`config.mk`:
```
export PLATFORM = sky130hd
export DESIGN_NAME = evt_sense_irq
export DESIGN_NICKNAME = d
export VERILOG_FILES = /design/src/rtl/evt_sense_pkg.sv /design/src/rtl/evt_tick_gen.sv /design/src/rtl/evt_debounce.sv /design/src/rtl/evt_sense_irq.sv
export SDC_FILE = /design/constraint.sdc
export NUM_CORES = 2
export LEC_CHECK = 0
export CELL_PAD_IN_SITES_DETAIL_PLACEMENT = 1
export CELL_PAD_IN_SITES_GLOBAL_PLACEMENT = 2
export CORE_MARGIN = 2
export CORE_UTILIZATION = 42
export CTS_CLUSTER_SIZE = 40
export DETAILED_ROUTE_END_ITERATION = 6
export GPL_TIMING_DRIVEN = 0
export PLACE_DENSITY_LB_ADDON = 0.1
export SLEW_MARGIN = 20
export SYNTH_ARGS = -nofsm -noshare
export SYNTH_HDL_FRONTEND = slang
export SYNTH_SLANG_ARGS = --single-unit
```
`constraint.sdc`:
```
create_clock -name clk -period 12.8 [get_ports clk]
set_input_delay 1.28 -clock clk [delete_from_list [all_inputs] [get_ports clk]]
set_output_delay 1.28 -clock clk [all_outputs]
set_load 0.01 [all_outputs]
```
`src/rtl/evt_sense_pkg.sv`:
```
package evt_sense_pkg;
    localparam int NCH      = 32;
    localparam int NBYTE    = NCH / 8;
    localparam int ADDR_W   = 5;
    localparam int THR_W    = 8;
    localparam int RISE_BASE = 'h00;
    localparam int COS_BASE  = 'h04;
    localparam int STAT_BASE = 'h08;
    localparam int IEN_BASE  = 'h0C;
    localparam int DEB_BASE  = 'h10;
    localparam int CTRL_ADDR = 'h14;
    localparam int VEC_ADDR  = 'h15;
    localparam int THR_ADDR  = 'h16;

    typedef struct packed {
        logic [NCH-1:0]   rise;
        logic [NCH-1:0]   cos;
        logic [NCH-1:0]   status;
        logic [NCH-1:0]   ien;
        logic [NCH-1:0]   deb_en;
        logic             glob_en;
        logic [7:0]       vec;
        logic [THR_W-1:0] thr;
        logic [NCH-1:0]   raw;
        logic [NCH-1:0]   prev;
        logic             irq_n;
    } evt_regs_t;
endpackage

```
`src/rtl/evt_tick_gen.sv`:
```
module evt_tick_gen #(
    parameter int DIV = 4
) (
    input  logic clk,
    input  logic rst_n,
    output logic tick
);
    localparam int CW = (DIV > 1) ? $clog2(DIV) : 1;

    logic [CW-1:0] cnt_d, cnt_q;

    always_comb begin
        tick  = (cnt_q == CW'(DIV - 1));
        cnt_d = tick ? '0 : cnt_q + 1'b1;
    end

    always_ff @(posedge clk) begin
        if (!rst_n) cnt_q <= '0;
        else        cnt_q <= cnt_d;
    end
endmodule

```
`src/rtl/evt_debounce.sv`:
```
module evt_debounce #(
    parameter int CW = 8
) (
    input  logic          clk,
    input  logic          rst_n,
    input  logic          active,
    input  logic          tick,
    input  logic          raw,
    input  logic [CW-1:0] thr,
    output logic          lvl
);
    typedef struct packed {
        logic          lvl;
        logic [CW-1:0] cnt;
    } deb_t;

    deb_t s_d, s_q;
    logic [CW:0] need;

    always_comb begin
        s_d  = s_q;
        need = (thr == '0) ? (CW+1)'(1) : {1'b0, thr};
        if (!active) begin
            s_d.lvl = raw;
            s_d.cnt = '0;
        end else if (raw == s_q.lvl) begin
            s_d.cnt = '0;
        end else if (tick) begin
            if (({1'b0, s_q.cnt} + 1'b1) >= need) begin
                s_d.lvl = raw;
                s_d.cnt = '0;
            end else begin
                s_d.cnt = s_q.cnt + 1'b1;
            end
        end
    end

    always_ff @(posedge clk) begin
        if (!rst_n) s_q <= '0;
        else        s_q <= s_d;
    end

    assign lvl = s_q.lvl;
endmodule

```
`src/rtl/evt_sense_irq.sv`:
```
module evt_sense_irq
    import evt_sense_pkg::*;
#(
    parameter int TICK_DIV = 4
) (
    input  logic              clk,
    input  logic              rst_n,
    input  logic              enh_mode,
    input  logic [NCH-1:0]    chan_in,
    input  logic              wr_en,
    input  logic [ADDR_W-1:0] addr,
    input  logic [7:0]        wr_data,
    input  logic              iack,
    output logic [7:0]        rd_data,
    output logic              irq_n
);
    evt_regs_t r_d, r_q;
    logic             tick;
    logic [NCH-1:0]   deb_lvl;
    logic [NCH-1:0]   lvl;
    logic [NCH-1:0]   evt;
    logic [NCH-1:0]   clr;

    evt_tick_gen #(.DIV(TICK_DIV)) tick_i (
        .clk  (clk),
        .rst_n(rst_n),
        .tick (tick)
    );

    for (genvar i = 0; i < NCH; i++) begin : g_chan
        evt_debounce #(.CW(THR_W)) deb_i (
            .clk   (clk),
            .rst_n (rst_n),
            .active(enh_mode & r_q.deb_en[i]),
            .tick  (tick),
            .raw   (r_q.raw[i]),
            .thr   (r_q.thr),
            .lvl   (deb_lvl[i])
        );
        assign lvl[i] = (enh_mode && r_q.deb_en[i]) ? deb_lvl[i] : r_q.raw[i];
        assign evt[i] = enh_mode && (lvl[i] != r_q.prev[i]) &&
                        (r_q.cos[i] || (r_q.rise[i] ? lvl[i] : !lvl[i]));
    end

    always_comb begin
        r_d = r_q;
        clr = '0;
        if (wr_en) begin
            for (int b = 0; b < NBYTE; b++) begin
                if (addr == ADDR_W'(RISE_BASE + b)) r_d.rise[b*8 +: 8]   = wr_data;
                if (addr == ADDR_W'(COS_BASE + b))  r_d.cos[b*8 +: 8]    = wr_data;
                if (addr == ADDR_W'(IEN_BASE + b))  r_d.ien[b*8 +: 8]    = wr_data;
                if (addr == ADDR_W'(DEB_BASE + b))  r_d.deb_en[b*8 +: 8] = wr_data;
                if (addr == ADDR_W'(STAT_BASE + b)) clr[b*8 +: 8]        = wr_data;
            end
            if (addr == ADDR_W'(CTRL_ADDR)) r_d.glob_en = wr_data[0];
            if (addr == ADDR_W'(VEC_ADDR))  r_d.vec     = wr_data;
            if (addr == ADDR_W'(THR_ADDR))  r_d.thr     = wr_data[THR_W-1:0];
        end
        r_d.status = (r_q.status & ~clr) | evt;
        r_d.raw    = chan_in;
        r_d.prev   = lvl;
        r_d.irq_n  = !(r_q.glob_en && enh_mode && |(r_q.status & r_q.ien));
    end

    always_ff @(posedge clk) begin
        if (!rst_n) begin
            r_q       <= '0;
            r_q.irq_n <= 1'b1;
        end else begin
            r_q <= r_d;
        end
    end

    always_comb begin
        rd_data = 8'h00;
        for (int b = 0; b < NBYTE; b++) begin
            if (addr == ADDR_W'(RISE_BASE + b)) rd_data = r_q.rise[b*8 +: 8];
            if (addr == ADDR_W'(COS_BASE + b))  rd_data = r_q.cos[b*8 +: 8];
            if (addr == ADDR_W'(STAT_BASE + b)) rd_data = r_q.status[b*8 +: 8];
            if (addr == ADDR_W'(IEN_BASE + b))  rd_data = r_q.ien[b*8 +: 8];
            if (addr == ADDR_W'(DEB_BASE + b))  rd_data = r_q.deb_en[b*8 +: 8];
        end
        if (addr == ADDR_W'(CTRL_ADDR)) rd_data = {7'b0, r_q.glob_en};
        if (addr == ADDR_W'(VEC_ADDR))  rd_data = r_q.vec;
        if (addr == ADDR_W'(THR_ADDR))  rd_data = 8'(r_q.thr);
        if (iack) rd_data = r_q.vec;
    end

    assign irq_n = r_q.irq_n;

    logic [NCH-1:0] stat_vis, ien_vis;
    logic           gen_vis;
    logic [7:0]     vec_vis;
    assign stat_vis = r_q.status;
    assign ien_vis  = r_q.ien;
    assign gen_vis  = r_q.glob_en;
    assign vec_vis  = r_q.vec;
endmodule

```
==> metrics.cfg <==
[critical_path]
critical_path.endpoint = rd_data[2]
r2r-start = r_q[70]$_SDFFE_PN0P_
ff2ff_setup_slack_ns = 8.41
reg2regPathDepth = 14
worst-endpoint-arrival_ns = 5.01
critical_path.reg2reg.endpoint = g_chan[27].deb_i.lvl$_SDFFE_PN0P_
timing.critical_path.to_type = primary output
critPathRequiredTime_ns = 11.52
timing.critical_path.from = addr[4]
largest_fanout_on_the_critical_path = 10
critPathLaunchType = primary input
worst_path_class_setup = primary input to primary output

[clock_network]
post_cts_resized = 0
cts_setup_buffers = 0
cts_hold_buf = 0
worstSkewPairLatency_ns = 0.63
cts_inserted_buffers = 68
clock_tree.buffer_depth = 3
cts.htree.levels = 3
clock-root-buffer = sky130_fd_sc_hd__clkbuf_16
clock-sinks = 532
path_clk_slew_ns = 0.06
cts_tree = yes

[synth]
synth_largest_area_cell = sky130_fd_sc_hd__dfxtp_1
synth_nets = 4471
synthMostInstantiatedCell = sky130_fd_sc_hd__dfxtp_1
mean_instance_size_in_the_synthesized_netlist_um2 = 8.159
post_synth_most_frequent_cells = sky130_fd_sc_hd__dfxtp_1, sky130_fd_sc_hd__nand2_1, sky130_fd_sc_hd__a21oi_1, sky130_fd_sc_hd__nand3_1, sky130_fd_sc_hd__ha_1
synth-edff-count = 0
share_of_synthesized_area_occupied_by_flip_flops_and_latches_pct = 31.59
postSynthRegisterBits = 532
synth_top_area_share_pct = 31.59
synth.area.top_cells = sky130_fd_sc_hd__dfxtp_1, sky130_fd_sc_hd__ha_1, sky130_fd_sc_hd__nand2_1
synth.cell_area_um2 = 33710
postSynthCellCount = 4132
synth-main-ff-cell = sky130_fd_sc_hd__dfxtp_1
synth.lib_cells_used.distinct = 85
synth_warnings = 0
postSynth.asyncResetShare_pct = 0

[routing]
drtAntennaViolNets = 0
num_vias = 32930
drt-vias-per-instance = 6.142
wirelength_um = 144100
remaining_drc_errors = 0
first_pass_drt_iterations = 6
drt_iter0_drc = 2171
wl_per_cell_um = 26.88

[placement]
place_area_um2 = 35760
dpl_worst_slack_ns = 6.715
dp_hpwl_um = 107300
gpl.final_weighted_congestion = 1.016
port_buffers = 46

[timing]
skew_ns = 0.02884
hold_viol_final = 0
setup_violators_final = 0
max-slew-margin-rel_pct = 20.54
final.period_utilization_pct = 49.17
whs_ns = 0.4411
fmax_mhz = 158.9
fin_ws_ns = 6.506
tightestPinTransition_ns = 1.189
slew_viol_final = 0
setup_repair_after_global_routing_missed_its_margin = no
fin_crit_ns = 6.294

[floorplanning]
dieArea_um2 = 82550
core_um2 = 79260
initial_utilization_pct = 42.53
die_x_um = 287.3
die-height_um = 287.3
core.rowCount = 103
i_o_pin_count = 59

[global_routing]
grt_pass1_wl_um = 215200
grt_antenna_before_repair = 9
groute.usage.overall_pct = 34.60
grt_max_degree = 33
grt.overflow.total = 0
grt_pass1_vias = 33030

[cells_and_area]
final_util_pct = 47.80
filler_cell_count = 9608
area_growth_syn_to_layout_pct = 12.37
final_nets = 4603
postLayoutCellArea_um2 = 37880
drive_above_1_share_pct = 6.195

[worst_hold_path]
whs_path_depth = 1
timing.hold.worst.class = flop to flop

[power]
power.share.sequential_pct = 43.2
share_clk_of_total_power_pct = 48.0
power_frac_comb_pct = 8.8
power_per_cell_area_nw_per_um2 = 103.9
netSwitchingFraction_pct = 27.64
p_int_mw = 2.849
switching_power_summed_over_all_nets_mw = 1.088
power.ir.vdd_worst_mv = 0.1105
p_leak_nw = 14.58

[run]
number_of_max_cap_violations = 0

[outcome]
status = complete, no violations

==> per-stage QoR <==
step	cells	power, mW	setup TNS [ns]
6_report	5361	3.937	0
3_5_place_dp	5244	2.077	0
4_1_cts	5360	3.955	0
2_1_floorplan	4132	1.899	0
5_1_grt	5360	4.042	0
3_3_place_gp	5228	2.074	-276.48
==> final cells by class <==
class | instances | area, um2 | area share [%]
flip-flops and latches | 532 | 10650 | 28.11
clock inverters | 17 | 152.6 | 0.4030
multi-input cells | 3270 | 21770 | 57.46
clock buffers | 99 | 1959 | 5.172
plain buffers | 204 | 849.6 | 2.243
diodes | 1 | 2.502 | 0.006606
well taps | 1050 | 1314 | 3.468
inverters | 126 | 490.5 | 1.295
repair buffers | 62 | 695.7 | 1.836
==> worst min-delay path by stage <==
| stage | to | start | slack, ns |
|---|---|---|---|
| 4_1_cts | tick_i.cnt_q[0]$_SDFF_PP0_ | tick_i.cnt_q[0]$_SDFF_PP0_ | 0.43 |
| 3_5_place_dp | tick_i.cnt_q[0]$_SDFF_PP0_ | tick_i.cnt_q[0]$_SDFF_PP0_ | 0.42 |
| 5_1_grt | tick_i.cnt_q[0]$_SDFF_PP0_ | tick_i.cnt_q[0]$_SDFF_PP0_ | 0.44 |
| 2_1_floorplan | irq_n$_SDFF_PN1_ | gen_vis$_SDFFE_PN0P_ | 0.39 |
| 3_3_place_gp | tick_i.cnt_q[0]$_SDFF_PP0_ | tick_i.cnt_q[0]$_SDFF_PP0_ | 0.42 |
| 6_report | tick_i.cnt_q[0]$_SDFF_PP0_ | tick_i.cnt_q[0]$_SDFF_PP0_ | 0.44 |
==> cell families (layout without fill, tap and decap cells) <==
family	Yosys count	count (layout)	synth area share (%)
xor+xnor	273	273	7.093
mux	157	157	4.985
buf+inv	330	508	3.890
flops	532	532	31.59
simple gates	1553	1553	23.07
other cells	0	1	0
compound gates	998	998	18.65
fa+ha+maj	289	289	10.73
==> worst max-delay path, stage by stage <==
cell and delay, ns:
sky130_fd_sc_hd__clkdlybuf4s50_1 0.81, sky130_fd_sc_hd__nor3b_2 0.77, sky130_fd_sc_hd__buf_2 0.46, sky130_fd_sc_hd__a22oi_1 0.23, sky130_fd_sc_hd__o21ai_0 0.35, sky130_fd_sc_hd__a211oi_1 0.19, sky130_fd_sc_hd__o21ai_0 0.29, sky130_fd_sc_hd__clkdlybuf4s50_1 0.60
==> placed cells by master (no fill, tap or decap), types with 142 or more instances in the layout <==
cell,n
sky130_fd_sc_hd__a21oi_1,303
sky130_fd_sc_hd__clkbuf_1,155
sky130_fd_sc_hd__dfxtp_1,532
sky130_fd_sc_hd__ha_1,289
sky130_fd_sc_hd__mux2i_1,142
sky130_fd_sc_hd__nand2_1,488
sky130_fd_sc_hd__nand3_1,295
sky130_fd_sc_hd__nor2_1,254
sky130_fd_sc_hd__o21ai_0,273
sky130_fd_sc_hd__xor2_1,165
==> flip-flops by register name, indices dropped and copies added, names as in the netlist <==
signal and flops:
g_chan.deb_i.s_q 256, r_q 168, g_chan.deb_i.lvl 32, ien_vis 32, stat_vis 32, vec_vis 8
tick_i.cnt_q 2, gen_vis 1, irq_n 1
==> metal layers <==
metal	wire length [um]	global-route usage [%]	up-vias
met1	64760	46.30	16430
met5	13	0	-
met2	64490	55.55	913
met3	7472	4.325	311
met4	7362	15.78	2
li1	-	-	15270
==> power by group through the flow <==
stage	registers [mW]	clock network [mW]	logic, mW
2_1_floorplan	1.73	0	0.172
3_3_place_gp	1.74	0	0.337
3_5_place_dp	1.74	0	0.340
4_1_cts	1.70	1.91	0.342
5_1_grt	1.70	1.98	0.360
6_report	1.70	1.89	0.347
No activity file was read; power rests on OpenSTA's default activity.
